File: src/rtl/ccx_pkg.sv
package ccx_pkg;

   typedef struct packed {
      logic cap_rise;
      logic cap_fall;
      logic cmp;
      logic match;
      logic toggle;
   } ccx_mode_t;

   function automatic logic ccx_capture_fire(input ccx_mode_t m, input logic rise, input logic fall);
      return (m.cap_rise & rise) | (m.cap_fall & fall);
   endfunction

endpackage

File: src/rtl/ccx_edge_detect.sv
module ccx_edge_detect #(
   parameter int STAGES = 2
) (
   input  logic clk,
   input  logic rst_n,
   input  logic pin_i,
   output logic rise_o,
   output logic fall_o
);

   if (STAGES < 2) begin : g_bad_stages
      $error("ccx_edge_detect: STAGES must be at least 2");
   end

   logic [STAGES-1:0] sync_q;
   logic              last_q;

   always_ff @(posedge clk) begin
      if (!rst_n) begin
         sync_q <= '0;
         last_q <= 1'b0;
      end else begin
         sync_q <= {sync_q[STAGES-2:0], pin_i};
         last_q <= sync_q[STAGES-1];
      end
   end

   assign rise_o = sync_q[STAGES-1] & ~last_q;
   assign fall_o = ~sync_q[STAGES-1] & last_q;

   AST_ONE_RISE_PULSE: assert property (@(posedge clk) disable iff (!rst_n)
      rise_o |=> !rise_o);
   AST_ONE_FALL_PULSE: assert property (@(posedge clk) disable iff (!rst_n)
      fall_o |=> !fall_o);

endmodule

File: src/rtl/ccx_capture_reg.sv
module ccx_capture_reg #(
   parameter int W = 16
) (
   input  logic         clk,
   input  logic         rst_n,
   input  logic         cap_i,
   input  logic [W-1:0] cnt_i,
   input  logic         wr_i,
   input  logic [W-1:0] wdata_i,
   output logic [W-1:0] val_o
);

   if (W < 2) begin : g_bad_width
      $error("ccx_capture_reg: W must be at least 2");
   end

   always_ff @(posedge clk) begin
      if (!rst_n)     val_o <= '0;
      else if (cap_i) val_o <= cnt_i;
      else if (wr_i)  val_o <= wdata_i;
   end

   AST_CAP_LOADS_COUNT: assert property (@(posedge clk) disable iff (!rst_n)
      cap_i |=> val_o == $past(cnt_i));
   AST_WRITE_LOADS: assert property (@(posedge clk) disable iff (!rst_n)
      (wr_i && !cap_i) |=> val_o == $past(wdata_i));

endmodule

File: src/rtl/ccx_match_unit.sv
module ccx_match_unit
   import ccx_pkg::*;
#(
   parameter int W = 16
) (
   input  ccx_mode_t    mode_i,
   input  logic [W-1:0] cnt_i,
   input  logic         tick_i,
   input  logic [W-1:0] ref_i,
   output logic         hit_o,
   output logic         flip_o
);

   logic equal;

   assign equal  = (cnt_i == ref_i);
   assign hit_o  = mode_i.cmp & mode_i.match & tick_i & equal;
   assign flip_o = hit_o & mode_i.toggle;

endmodule

File: src/rtl/ccx_flag_out.sv
module ccx_flag_out #(
   parameter logic OUT_INIT = 1'b1
) (
   input  logic clk,
   input  logic rst_n,
   input  logic set_i,
   input  logic clr_i,
   input  logic flip_i,
   input  logic int_en_i,
   output logic flag_o,
   output logic pin_o,
   output logic irq_o
);

   always_ff @(posedge clk) begin
      if (!rst_n) begin
         flag_o <= 1'b0;
         pin_o  <= OUT_INIT;
      end else begin
         if (set_i)      flag_o <= 1'b1;
         else if (clr_i) flag_o <= 1'b0;
         if (flip_i)     pin_o  <= ~pin_o;
      end
   end

   assign irq_o = flag_o & int_en_i;

   AST_FLAG_SETS: assert property (@(posedge clk) disable iff (!rst_n)
      set_i |=> flag_o);
   AST_FLAG_STICKY: assert property (@(posedge clk) disable iff (!rst_n)
      (flag_o && !clr_i) |=> flag_o);
   AST_FLAG_CLEARS: assert property (@(posedge clk) disable iff (!rst_n)
      (clr_i && !set_i) |=> !flag_o);
   AST_PIN_FLIPS: assert property (@(posedge clk) disable iff (!rst_n)
      flip_i |=> pin_o != $past(pin_o));
   AST_PIN_HOLDS: assert property (@(posedge clk) disable iff (!rst_n)
      !flip_i |=> $stable(pin_o));

endmodule

File: src/rtl/ccx_channel.sv
module ccx_channel
   import ccx_pkg::*;
#(
   parameter int   CNT_W       = 16,
   parameter int   SYNC_STAGES = 2,
   parameter logic OUT_INIT    = 1'b1
) (
   input  logic             clk,
   input  logic             rst_n,
   input  logic [CNT_W-1:0] cnt_val,
   input  logic             cnt_tick,
   input  logic             cap_rise_en,
   input  logic             cap_fall_en,
   input  logic             cmp_en,
   input  logic             match_en,
   input  logic             toggle_en,
   input  logic             int_en,
   input  logic             pin_in,
   output logic             pin_out,
   input  logic             reg_wr,
   input  logic [CNT_W-1:0] reg_wdata,
   output logic [CNT_W-1:0] reg_rdata,
   input  logic             flag_clr,
   output logic             flag,
   output logic             irq
);

   ccx_mode_t mode;
   logic      rise, fall, cap_fire, hit, flip;

   assign mode.cap_rise = cap_rise_en;
   assign mode.cap_fall = cap_fall_en;
   assign mode.cmp      = cmp_en;
   assign mode.match    = match_en;
   assign mode.toggle   = toggle_en;

   ccx_edge_detect #(.STAGES(SYNC_STAGES)) u_edge (
      .clk(clk), .rst_n(rst_n), .pin_i(pin_in), .rise_o(rise), .fall_o(fall)
   );

   assign cap_fire = ccx_capture_fire(mode, rise, fall);

   ccx_capture_reg #(.W(CNT_W)) u_reg (
      .clk(clk), .rst_n(rst_n), .cap_i(cap_fire), .cnt_i(cnt_val),
      .wr_i(reg_wr), .wdata_i(reg_wdata), .val_o(reg_rdata)
   );

   ccx_match_unit #(.W(CNT_W)) u_match (
      .mode_i(mode), .cnt_i(cnt_val), .tick_i(cnt_tick), .ref_i(reg_rdata),
      .hit_o(hit), .flip_o(flip)
   );

   ccx_flag_out #(.OUT_INIT(OUT_INIT)) u_flag (
      .clk(clk), .rst_n(rst_n), .set_i(cap_fire | hit), .clr_i(flag_clr),
      .flip_i(flip), .int_en_i(int_en), .flag_o(flag), .pin_o(pin_out), .irq_o(irq)
   );

   AST_IDLE_REG_STABLE: assert property (@(posedge clk) disable iff (!rst_n)
      (!cap_rise_en && !cap_fall_en && !reg_wr) |=> $stable(reg_rdata));
   AST_MATCH_FLAGS: assert property (@(posedge clk) disable iff (!rst_n)
      (cmp_en && match_en && cnt_tick && cnt_val == reg_rdata) |=> flag);
   AST_NO_TICK_NO_FLIP: assert property (@(posedge clk) disable iff (!rst_n)
      !cnt_tick |=> $stable(pin_out));

endmodule

File: config.mk
export PLATFORM = sky130hd
export DESIGN_NAME = ccx_channel
export DESIGN_NICKNAME = d
export VERILOG_FILES = /design/src/rtl/ccx_pkg.sv /design/src/rtl/ccx_edge_detect.sv /design/src/rtl/ccx_capture_reg.sv /design/src/rtl/ccx_match_unit.sv /design/src/rtl/ccx_flag_out.sv /design/src/rtl/ccx_channel.sv
export SDC_FILE = /design/constraint.sdc
export NUM_CORES = 1
export LEC_CHECK = 0
export BUFFER_PORTS_ARGS = -buffer_cell sky130_fd_sc_hd__buf_2
export CAP_MARGIN = 20
export CORE_MARGIN = 2
export CORE_UTILIZATION = 39
export CTS_CLUSTER_DIAMETER = 50
export DETAILED_ROUTE_END_ITERATION = 16
export PLACE_DENSITY_LB_ADDON = 0.08
export SETUP_SLACK_MARGIN = 0.1
export SYNTH_ARGS = -nofsm -noshare
export SYNTH_HDL_FRONTEND = slang
export SYNTH_SLANG_ARGS = --single-unit
File: constraint.sdc
create_clock -name clk -period 1.35 [get_ports clk]
set_input_delay 0.2025 -clock clk [delete_from_list [all_inputs] [get_ports clk]]
set_output_delay 0.2025 -clock clk [all_outputs]
set_load 0.03 [all_outputs]
==> impl_metrics.py, run 1 <==
metrics = {
    "run_status": {
        "outcome": "finished, final reports clean",
    },
    "power_and_ir_drop": {
        "p_leak_uw": 0.000905,
        "power.density_nw_per_um2": 893,
        "clock_power_share_pct": 21.3,
        "p_int_uw": 973,
        "p_sw_uw": 434,
        "vdd_drop_max_mv": 0.534,
        "totalPowerFinal_uw": 1410,
        "pwr-share-seq_pct": 49.8,
        "pwr-share-comb_pct": 29.0,
        "netSwitchingFraction_pct": 30.8,
    },
    "grt": {
        "gr-usage-met2_pct": 29.7,
        "grt_overflow_total": 0,
        "grt_use_met1_pct": 18.0,
        "busiest_layer": "met2",
        "grt_pass1_vias": 1007,
        "grt_pass1_wl_um": 4090,
        "grt_use_met3_pct": 2.27,
        "antenna_found_initial": 0,
        "grt_max_degree": 22,
        "globalRouteTotalUtil_pct": 15.7,
    },
    "run": {
        "drv_cap": 0,
    },
    "place": {
        "hpwlAfterDp_um": 1960,
        "routabilityCongestion": 0.817,
        "dp_worst_setup_slack_ps": 4.88,
        "place_area_um2": 1500,
        "placement.io_buffers": 62,
    },
    "setup_path": {
        "path_cells": "xnor2_2 > nand4_1 > nor4_2 > and4_1 > o21ai_1",
        "slowest_stage": "dfxtp_4",
        "cp.arrival_ps": 1500,
        "cp.required_ps": 1530,
        "cp_max_fo": 3,
        "critPathKind": "flop to flop",
        "cpPeakStageDelay_ps": 370,
        "start_kind": "flop",
        "worstSetupStartpoint": "u_reg.val_o[3]$_SDFFE_PN0P_",
        "r2r-start": "u_reg.val_o[3]$_SDFFE_PN0P_",
        "end_kind": "flop",
    },
    "final_layout": {
        "layout-drive-gt1-share_pct": 51.4,
        "final_area_um2": 1570,
        "syn_to_final_growth_pct": 43.6,
        "nNetsFinal": 220,
        "antenna_cells": 0,
        "seq_area_um2": 459,
        "num-fill-cells": 246,
        "multi_input_area_um2": 693,
    },
    "routing": {
        "wl_per_cell_um": 12.1,
        "via_per_inst": 4.99,
        "vias": 1027,
        "first_pass_iters": 4,
        "routed_wl_um": 2480,
        "ant_nets": 0,
        "drc": 0,
        "drt-initial-drc-count": 30,
    },
    "die": {
        "die_area_um2": 3250,
        "die-width_um": 57.0,
        "io_pins": 63,
        "core-area_um2": 2710,
        "die_h_um": 57.0,
        "placementRows": 19,
        "initial_core_util_pct": 40.4,
    },
    "timing": {
        "maxSlewHeadroom_pct": 76.3,
        "setup_viol": 0,
        "fin_crit_sh_pct": 97.7,
        "worstMarginPinSlew_ps": 355,
        "slew_viol_final": 0,
        "rsz0062_at_grt": "true",
        "hold_viol": 0,
        "finalCriticalPeriod_ps": 1320,
        "fin_skew_ps": 3.57,
        "worst_slack_ps": 31.7,
        "clock.fmax_ghz": 0.759,
    },
    "hold_path": {
        "hp-class": "primary input to flop",
        "hold_start": "pin_in",
    },
    "logic_synthesis": {
        "ys_seq_elements": 21,
        "synth_nets": 156,
        "syn_area_per_cell_um2": 9.79,
        "synthCells": 112,
        "ys_seq_area_share_pct": 38.4,
        "ys_warn_count": 0,
        "synth_cell_types": 21,
        "synth_area_um2": 1100,
    },
    "clocking": {
        "cts_setup_buffers": 0,
        "cts_sinks": 21,
        "clockBufferDepth": 2,
        "holdBufCountCts": 0,
        "cts_buffers": 3,
        "clkTransAtPathRegs_ps": 120,
        "clk_latency_ps": 300,
        "htreeDepth": 1,
        "cts_tree": "done",
        "cts_root_buffer": "clkbuf_4",
    },
}
[state kept, by name, summed over array words and instances, names as in the netlist]
name and cells:
u_reg.val_o 16, u_edge.sync_q 2, u_edge.last_q 1, u_flag.flag_o 1, u_flag.pin_o 1
[repair_timing]
item	CTS	global route
pin swaps	3	7
resized for setup	4	3
setup endpoints to repair	2	2
[critical path, delay by kind of cell, from the launching register on]
family          cells  cell delay (ps)
compound gates      1               70
simple gates        3              620
xor+xnor            1              150
flops               1              370
[Yosys cell counts, drive strengths merged]
cell	n	area, um2
clkbuf	5	18.8
a31oi	1	6.26
xor2	3	26.3
nor2b	1	6.26
dfxtp	21	420
mux2i	16	160
nand2	18	67.6
xnor2	13	114
and2	4	25.0
o21ai	2	10.0
inv	1	3.75
nor3	1	5.00
nor4	1	12.5
and4	1	8.76
buf	2	12.5
a21oi	1	5.00
nand4	4	25.0
o211a	16	160
o22a	1	8.76
[layout by cell type, fill, tap and decap left out, types with 3 or more instances in the layout]
cell type	n
buf_2	62
nand2_1	18
mux2i_1	16
o211a_1	16
dfxtp_4	9
dfxtp_1	8
xnor2_2	7
xnor2_1	6
and2_1	4
nand4_1	4
dfxtp_2	4
xor2_1	3
clkbuf_4	3
buf_4	3
[power by group through the flow]
stage / registers [uW] / clock network, uW / logic (uW)
2_1_floorplan: 786 / 0 / 172
3_3_place_gp: 706 / 0 / 385
3_5_place_dp: 709 / 0 / 391
4_1_cts: 698 / 324 / 404
5_1_grt: 707 / 350 / 443
6_report: 700 / 299 / 407
[metal layers]
metal	up-vias	part of all wire, %
li1	523	-
met1	464	44
met2	38	49
met3	2	6.8
met4	0	0.68
met5	-	0
[path summary, 6_finish.rpt]
kind / endpoint / slack, ps / cells past startpoint
setup reg to reg: u_flag.pin_o$_SDFFE_PN1P_ / 30 / 5
hold / removal: u_edge.sync_q[0]$_SDFF_PN0_ / 100 / 2
setup / recovery: u_flag.pin_o$_SDFFE_PN1P_ / 30 / 5
hold reg to reg: u_edge.sync_q[1]$_SDFF_PN0_ / 440 / 1
[kinds of logic (layout without fill, tap and decap cells)]
family                 count (synthesis)  count (layout)  synth area share (%)
AO/OA/AOI/OAI                         21              21                  17.4
buffers and inverters                  8              71                  3.20
XOR/XNOR                              16              16                  12.8
flip-flops                            21              21                  38.4
multiplexers                          16              16                  14.6
AND/OR/NAND/NOR                       30              30                  13.7
[layout make-up]
cell class	instances	share of cell area, %
Multi-Input combinational cell	83	44.0
Sequential cell	21	29.2
Timing Repair Buffer	66	22.4
Tap cell	31	2.46
Clock buffer	4	1.67
Inverter	1	0.238
[stage by stage]
step                      TNS [ps]  hold slack [ps]  utilization [%]  instances
after CTS                    -7.51             89.0             57.2        206
after detailed placement         0              414             55.2        202
final                            0              104             58.1        206
after global placement           0              409             55.2        202
after floorplan                  0              330                -        112
after global routing          -182             89.0             58.1        206
Note: power is estimated with default switching activity, not from simulation.
==> run 2, diff against run 1 <==
==> constraint.sdc (replaced) <==
create_clock -name clk -period 1.2 [get_ports clk]
set_input_delay 0.18 -clock clk [delete_from_list [all_inputs] [get_ports clk]]
set_output_delay 0.18 -clock clk [all_outputs]
set_load 0.03 [all_outputs]
==> run 2 against run 1 <==
  * The flow now finishes with violations (setup timing)
  * Combinational power increased by 51%
  * Via count increased by 12%
  * Clock power increased by 14%
  * Core utilization increased by 12 points
  * First-iteration DRC count increased by 13%
  * Non-clock buffer count increased by 23
  * Critical path depth increased by 1
  * Sequential cell count unchanged
  * Routed wire length increased by 22%
  * Sequential power increased by 13%
  * Global-route usage increased by 4.2 points
  * Worst setup slack got worse by 180 ps
  * Critical endpoint unchanged
  * Largest cell class unchanged
==> impl_metrics.py, run 2 (synthesized netlist as in run 1, its figures left out) <==
metrics = {
    "routing": {
        "ant_nets": 0,
        "drc": 0,
        "wl_per_cell_um": 13.2,
        "drt-initial-drc-count": 34,
        "vias": 1153,
        "via_per_inst": 5.03,
        "first_pass_iters": 4,
        "routed_wl_um": 3020,
    },
    "setup_path": {
        "path_cells": "xnor2_2 > nand4_1 > nor4_2 > buf_4 > a31oi_1 > o21ai_1",
        "worst-path-buf-inv": 1,
        "end_kind": "flop",
        "cp_max_fo": 2,
        "slowest_stage": "dfxtp_4",
        "cpPeakStageDelay_ps": 370,
        "worstReg2RegEnd": "u_flag.pin_o$_SDFFE_PN1P_",
        "start_kind": "flop",
        "critPathTopFamily": "simple AND/OR/NAND/NOR gates",
        "cp.required_ps": 1440,
        "r2r-start": "u_reg.val_o[12]$_SDFFE_PN0P_",
        "cp.arrival_ps": 1590,
        "ff2ff_path_depth": 6,
        "reg2reg_slack_ps": -150,
        "critPathKind": "flop to flop",
    },
    "grt": {
        "grt_max_degree": 22,
        "globalRouteTotalUtil_pct": 19.9,
        "grt_pass1_vias": 1176,
        "grt_overflow_total": 0,
        "grt_pass1_wl_um": 5200,
        "antenna_found_initial": 0,
    },
    "final_layout": {
        "multi_input_area_um2": 702,
        "num-fill-cells": 217,
        "nNetsFinal": 243,
        "layout-drive-gt1-share_pct": 61.6,
        "layout_commonest_cell": "buf_2",
        "syn_to_final_growth_pct": 73.3,
        "antenna_cells": 0,
        "top_regs": "u_reg.val_o x16, u_edge.sync_q x2",
        "layout_common_cells": "buf_2, buf_6, mux2i_1, nand2_1, o211a_1",
        "largest_reg_flops": 16,
        "regMostFlops": "u_reg.val_o",
        "seq_area_um2": 467,
    },
    "timing": {
        "hold_viol": 0,
        "fin_hold_ws_ps": 84.2,
        "final.setup.tns_ps": -387,
        "maxSlewHeadroom_pct": 74.3,
        "rsz0062_at_grt": "true",
        "fin_crit_sh_pct": 113,
        "setup_viol": 4,
        "slew_viol_final": 0,
        "finalCriticalPeriod_ps": 1350,
        "worst_slack_ps": -150,
        "worstMarginPinSlew_ps": 386,
        "clock.fmax_ghz": 0.741,
        "fin_skew_ps": 8.92,
    },
    "place": {
        "dp_worst_setup_slack_ps": -145,
        "placement.io_buffers": 62,
        "routabilityCongestion": 0.744,
        "hpwlAfterDp_um": 2120,
    },
    "die": {
        "die_area_um2": 3250,
        "placementRows": 19,
        "die_h_um": 57.0,
        "initial_core_util_pct": 40.4,
        "io_pins": 63,
        "core-area_um2": 2710,
        "die-width_um": 57.0,
    },
    "run": {
        "drv_cap": 0,
    },
    "power_and_ir_drop": {
        "vdd_drop_max_mv": 0.581,
        "p_leak_uw": 0.00105,
        "power.density_nw_per_um2": 918,
    },
    "clocking": {
        "clockBufferDepth": 2,
        "cts_sinks": 21,
        "holdBufCountCts": 0,
        "clkTransAtPathRegs_ps": 120,
        "clk_latency_ps": 300,
        "cts_tree": "done",
        "cts_buffers": 3,
        "cts_root_buffer": "clkbuf_4",
        "htreeDepth": 1,
    },
    "run_status": {
        "outcome": "finished, violations left",
        "violations": "setup timing",
    },
    "hold_path": {
        "hp-class": "primary input to flop",
        "holdPathStages": 2,
        "hold_start": "pin_in",
        "min_to": "u_edge.sync_q[0]$_SDFF_PN0_",
    },
}
==> run 2: worst reg2reg max path, cell delays in order, from the launching register on <==
cell and delay, ps:
dfxtp_4 370, xnor2_2 150, nand4_1 130, nor4_2 300, buf_4 160, a31oi_1 60
o21ai_1 130
==> run 2: area by class of cell <==
type,count,share of cell area (%)
Tap cell,31,2.04
Clock buffer,4,1.38
Timing Repair Buffer,89,34.8
Sequential cell,21,24.6
Inverter,1,0.198
Multi-Input combinational cell,83,37.0
==> run 2: power breakdown <==
part | internal [uW] | leakage [uW] | switching [uW]
clock | 129 | 0.0000150 | 212
combinational | 338 | 0.000854 | 275
sequential | 747 | 0.000183 | 43.0
==> run 2: stage by stage <==
stage          instance area, um2  utilization, %  instances  total power [uW]
6_report                     1900            70.1        229              1740
5_1_grt                      1900            70.1        229              1850
4_1_cts                      1810            66.9        226              1720
3_5_place_dp                 1600            58.9        217              1290
3_3_place_gp                 1600            58.9        217              1270
2_1_floorplan                1140               -        112              1080
==> run 2: worst max path at each step <==
stage	from	endpoint	slack (ps)	depth (start not counted)
final	u_reg.val_o[12]$_SDFFE_PN0P_	u_flag.pin_o$_SDFFE_PN1P_	-150	6
after detailed placement	u_reg.val_o[12]$_SDFFE_PN0P_	u_flag.pin_o$_SDFFE_PN1P_	-140	6
after CTS	u_reg.val_o[9]$_SDFFE_PN0P_	u_flag.pin_o$_SDFFE_PN1P_	-140	6
after global placement	u_reg.val_o[14]$_SDFFE_PN0P_	u_flag.pin_o$_SDFFE_PN1P_	-100	6
after global routing	u_reg.val_o[12]$_SDFFE_PN0P_	u_flag.pin_o$_SDFFE_PN1P_	-260	6
after floorplan	u_reg.val_o[9]$_SDFFE_PN0P_	u_flag.pin_o$_SDFFE_PN1P_	-130	5
==> run 2: routing by layer <==
| layer | wire length (um) | track usage, % | vias up |
|---|---|---|---|
| met4 | 15 | 4.98 | 0 |
| li1 | - | - | 575 |
| met1 | 1350 | 26.5 | 538 |
| met5 | 0 | 0 | - |
| met2 | 1490 | 33.7 | 38 |
| met3 | 175 | 3.40 | 2 |
==> run 2: repair_timing <==
action,in CTS,in global routing
setup endpoints to repair,30,34
gates resized for setup,47,18
buffers inserted,2,4
gates cloned,3,0
pin swaps,5,6
==> run 3, diff against run 2 <==
--- a/config.mk
+++ b/config.mk
@@ -5,12 +5,12 @@
 export SDC_FILE = /design/constraint.sdc
 export NUM_CORES = 1
 export LEC_CHECK = 0
-export BUFFER_PORTS_ARGS = -buffer_cell sky130_fd_sc_hd__buf_2
 export CAP_MARGIN = 20
 export CORE_MARGIN = 2
-export CORE_UTILIZATION = 39
+export CORE_UTILIZATION = 50
 export CTS_CLUSTER_DIAMETER = 50
 export DETAILED_ROUTE_END_ITERATION = 16
+export DONT_BUFFER_PORTS = 1
 export PLACE_DENSITY_LB_ADDON = 0.08
 export SETUP_SLACK_MARGIN = 0.1
 export SYNTH_ARGS = -nofsm -noshare
==> constraint.sdc (replaced) <==
create_clock -name clk -period 1.3 [get_ports clk]
set_input_delay 0.195 -clock clk [delete_from_list [all_inputs] [get_ports clk]]
set_output_delay 0.195 -clock clk [all_outputs]
set_load 0.03 [all_outputs]
==> run 3 against run 2 <==
  * The run ends with hold timing, setup timing left
  * Worst setup slack better by 72 ps
  * Die area down 21%
  * Critical path depth down 1
  * Sequential cell count unchanged
  * Total power down 20%
  * Via count down 23%
  * Global-route usage down 0.53 points
  * Final cell count down 32%
  * Fmax down 2.0%
  * Sequential power down 8.4%
  * Clock skew down 2.7 ps
  * Largest cell class unchanged
==> impl_metrics.py, run 3 (synthesized netlist as in run 1, its figures left out) <==
metrics = {
    "run": {
        "drv_cap": 0,
    },
    "grt": {
        "grt_overflow_total": 0,
        "grt_pass1_wl_um": 3840,
        "grt_pass1_vias": 897,
        "grt_max_degree": 22,
        "globalRouteTotalUtil_pct": 19.4,
        "antenna_found_initial": 0,
    },
    "clocking": {
        "clockBufferDepth": 2,
        "cts_tree": "done",
        "htreeDepth": 1,
        "cts_root_buffer": "clkbuf_4",
        "cts_sinks": 21,
        "cts_setup_buffers": 0,
        "clk_latency_ps": 300,
        "clkTransAtPathRegs_ps": 110,
        "cts_buffers": 3,
    },
    "die": {
        "io_pins": 63,
        "core-area_um2": 2020,
        "die-width_um": 50.8,
        "die_h_um": 50.8,
        "die_area_um2": 2580,
        "initial_core_util_pct": 54.2,
        "placementRows": 16,
    },
    "final_layout": {
        "layout-drive-gt1-share_pct": 38.0,
        "nNetsFinal": 174,
        "layout_common_cells": "buf_4, nand2_1, mux2i_1, o211a_1, xnor2_2",
        "layout_commonest_cell": "buf_4",
        "multi_input_area_um2": 733,
        "largest_reg_flops": 16,
        "antenna_cells": 0,
        "seq_area_um2": 460,
        "regMostFlops": "u_reg.val_o",
        "syn_to_final_growth_pct": 28.7,
        "num-fill-cells": 178,
        "top_regs": "u_reg.val_o x16, u_edge.sync_q x2",
    },
    "routing": {
        "ant_nets": 0,
        "drc": 0,
        "routed_wl_um": 2480,
        "via_per_inst": 5.67,
        "drt-initial-drc-count": 10,
        "first_pass_iters": 4,
        "vias": 885,
        "wl_per_cell_um": 15.9,
    },
    "setup_path": {
        "critPathTopFamily": "simple AND/OR/NAND/NOR gates",
        "reg2reg_slack_ps": -80,
        "critPathKind": "flop to flop",
        "slowest_stage": "dfxtp_4",
        "cpPeakStageDelay_ps": 370,
        "cp.arrival_ps": 1570,
        "path_cells": "xnor2_2 > nand4_1 > nor4_4 > and4_1 > o21ai_1",
        "end_kind": "flop",
        "r2r-start": "u_reg.val_o[3]$_SDFFE_PN0P_",
        "worstReg2RegEnd": "u_flag.pin_o$_SDFFE_PN1P_",
        "cp_max_fo": 3,
        "ff2ff_path_depth": 5,
        "cp.required_ps": 1500,
        "worst-path-buf-inv": 0,
        "start_kind": "flop",
    },
    "timing": {
        "rsz0062_at_grt": "true",
        "fin_crit_sh_pct": 106,
        "hold_viol": 1,
        "clock.fmax_ghz": 0.726,
        "setup_viol": 1,
        "slew_viol_final": 0,
        "fin_hold_ws_ps": -21.4,
        "worstMarginPinSlew_ps": 359,
        "finalCriticalPeriod_ps": 1380,
        "final.setup.tns_ps": -78.1,
        "worst_slack_ps": -78.1,
        "maxSlewHeadroom_pct": 76.0,
        "fin_skew_ps": 6.25,
    },
    "power_and_ir_drop": {
        "vdd_drop_max_mv": 0.793,
        "p_int_uw": 995,
        "pwr-share-comb_pct": 26.3,
        "power.density_nw_per_um2": 993,
        "p_leak_uw": 0.000756,
        "clock_power_share_pct": 22.0,
        "pwr-share-seq_pct": 51.7,
        "p_sw_uw": 405,
        "netSwitchingFraction_pct": 28.9,
    },
    "hold_path": {
        "holdPathStages": 1,
        "hold_start": "rst_n",
        "min_to": "u_flag.pin_o$_SDFFE_PN1P_",
        "hp-class": "primary input to flop",
    },
    "place": {
        "routabilityCongestion": 0.699,
        "dp_worst_setup_slack_ps": -68.1,
        "placement.io_buffers": 0,
        "hpwlAfterDp_um": 1840,
    },
    "run_status": {
        "violations": "hold timing, setup timing",
        "outcome": "finished, violations left",
    },
}
-- run 3: cell type report --
class                   count  area share [%]
well taps                  27            2.40
flip-flops and latches     21            32.7
inverters                   1           0.266
multi-input cells          83            52.0
repair buffers             20            10.8
clock buffers               4            1.86
-- run 3: power groups by stage --
stage	registers (uW)	clock network, uW	logic, uW
final	724	309	368
after global routing	731	341	397
after CTS	719	325	349
after detailed placement	730	0	335
after global placement	727	0	328
after floorplan	816	0	178
-- run 3: through the flow --
stage	area (um2)	instances	hold WS (ps)	total power (uW)	utilization, %
floorplan	1130	112	322	994	-
global placement	1280	151	278	1050	63.3
detailed placement	1280	151	283	1070	63.3
CTS	1340	155	-37.9	1390	66.5
global route	1410	156	-35.9	1470	69.7
finish	1410	156	-21.4	1400	69.7
-- run 3: worst max path at each step --
stage,start,to,slack (ps),depth (start not counted)
floorplan,u_reg.val_o[9]$_SDFFE_PN0P_,u_flag.pin_o$_SDFFE_PN1P_,-30,5
global placement,u_reg.val_o[14]$_SDFFE_PN0P_,u_flag.pin_o$_SDFFE_PN1P_,-20,5
detailed placement,u_reg.val_o[11]$_SDFFE_PN0P_,u_flag.pin_o$_SDFFE_PN1P_,-70,5
CTS,u_reg.val_o[2]$_SDFFE_PN0P_,u_flag.pin_o$_SDFFE_PN1P_,-60,5
global route,u_reg.val_o[3]$_SDFFE_PN0P_,u_flag.pin_o$_SDFFE_PN1P_,-150,5
finish,u_reg.val_o[3]$_SDFFE_PN0P_,u_flag.pin_o$_SDFFE_PN1P_,-80,5
-- run 3: repair_timing --
item                                   CTS  global route
pin swaps                                8             9
endpoints found under the hold margin    9            12
setup endpoints to repair                2             4
gates resized for setup                  5             9
-- run 3: metal layers --
metal	wire, um	track usage, %
met2	1300	34.6
met1	995	23.2
met3	180	4.09
met4	0	5.86
met5	0	0
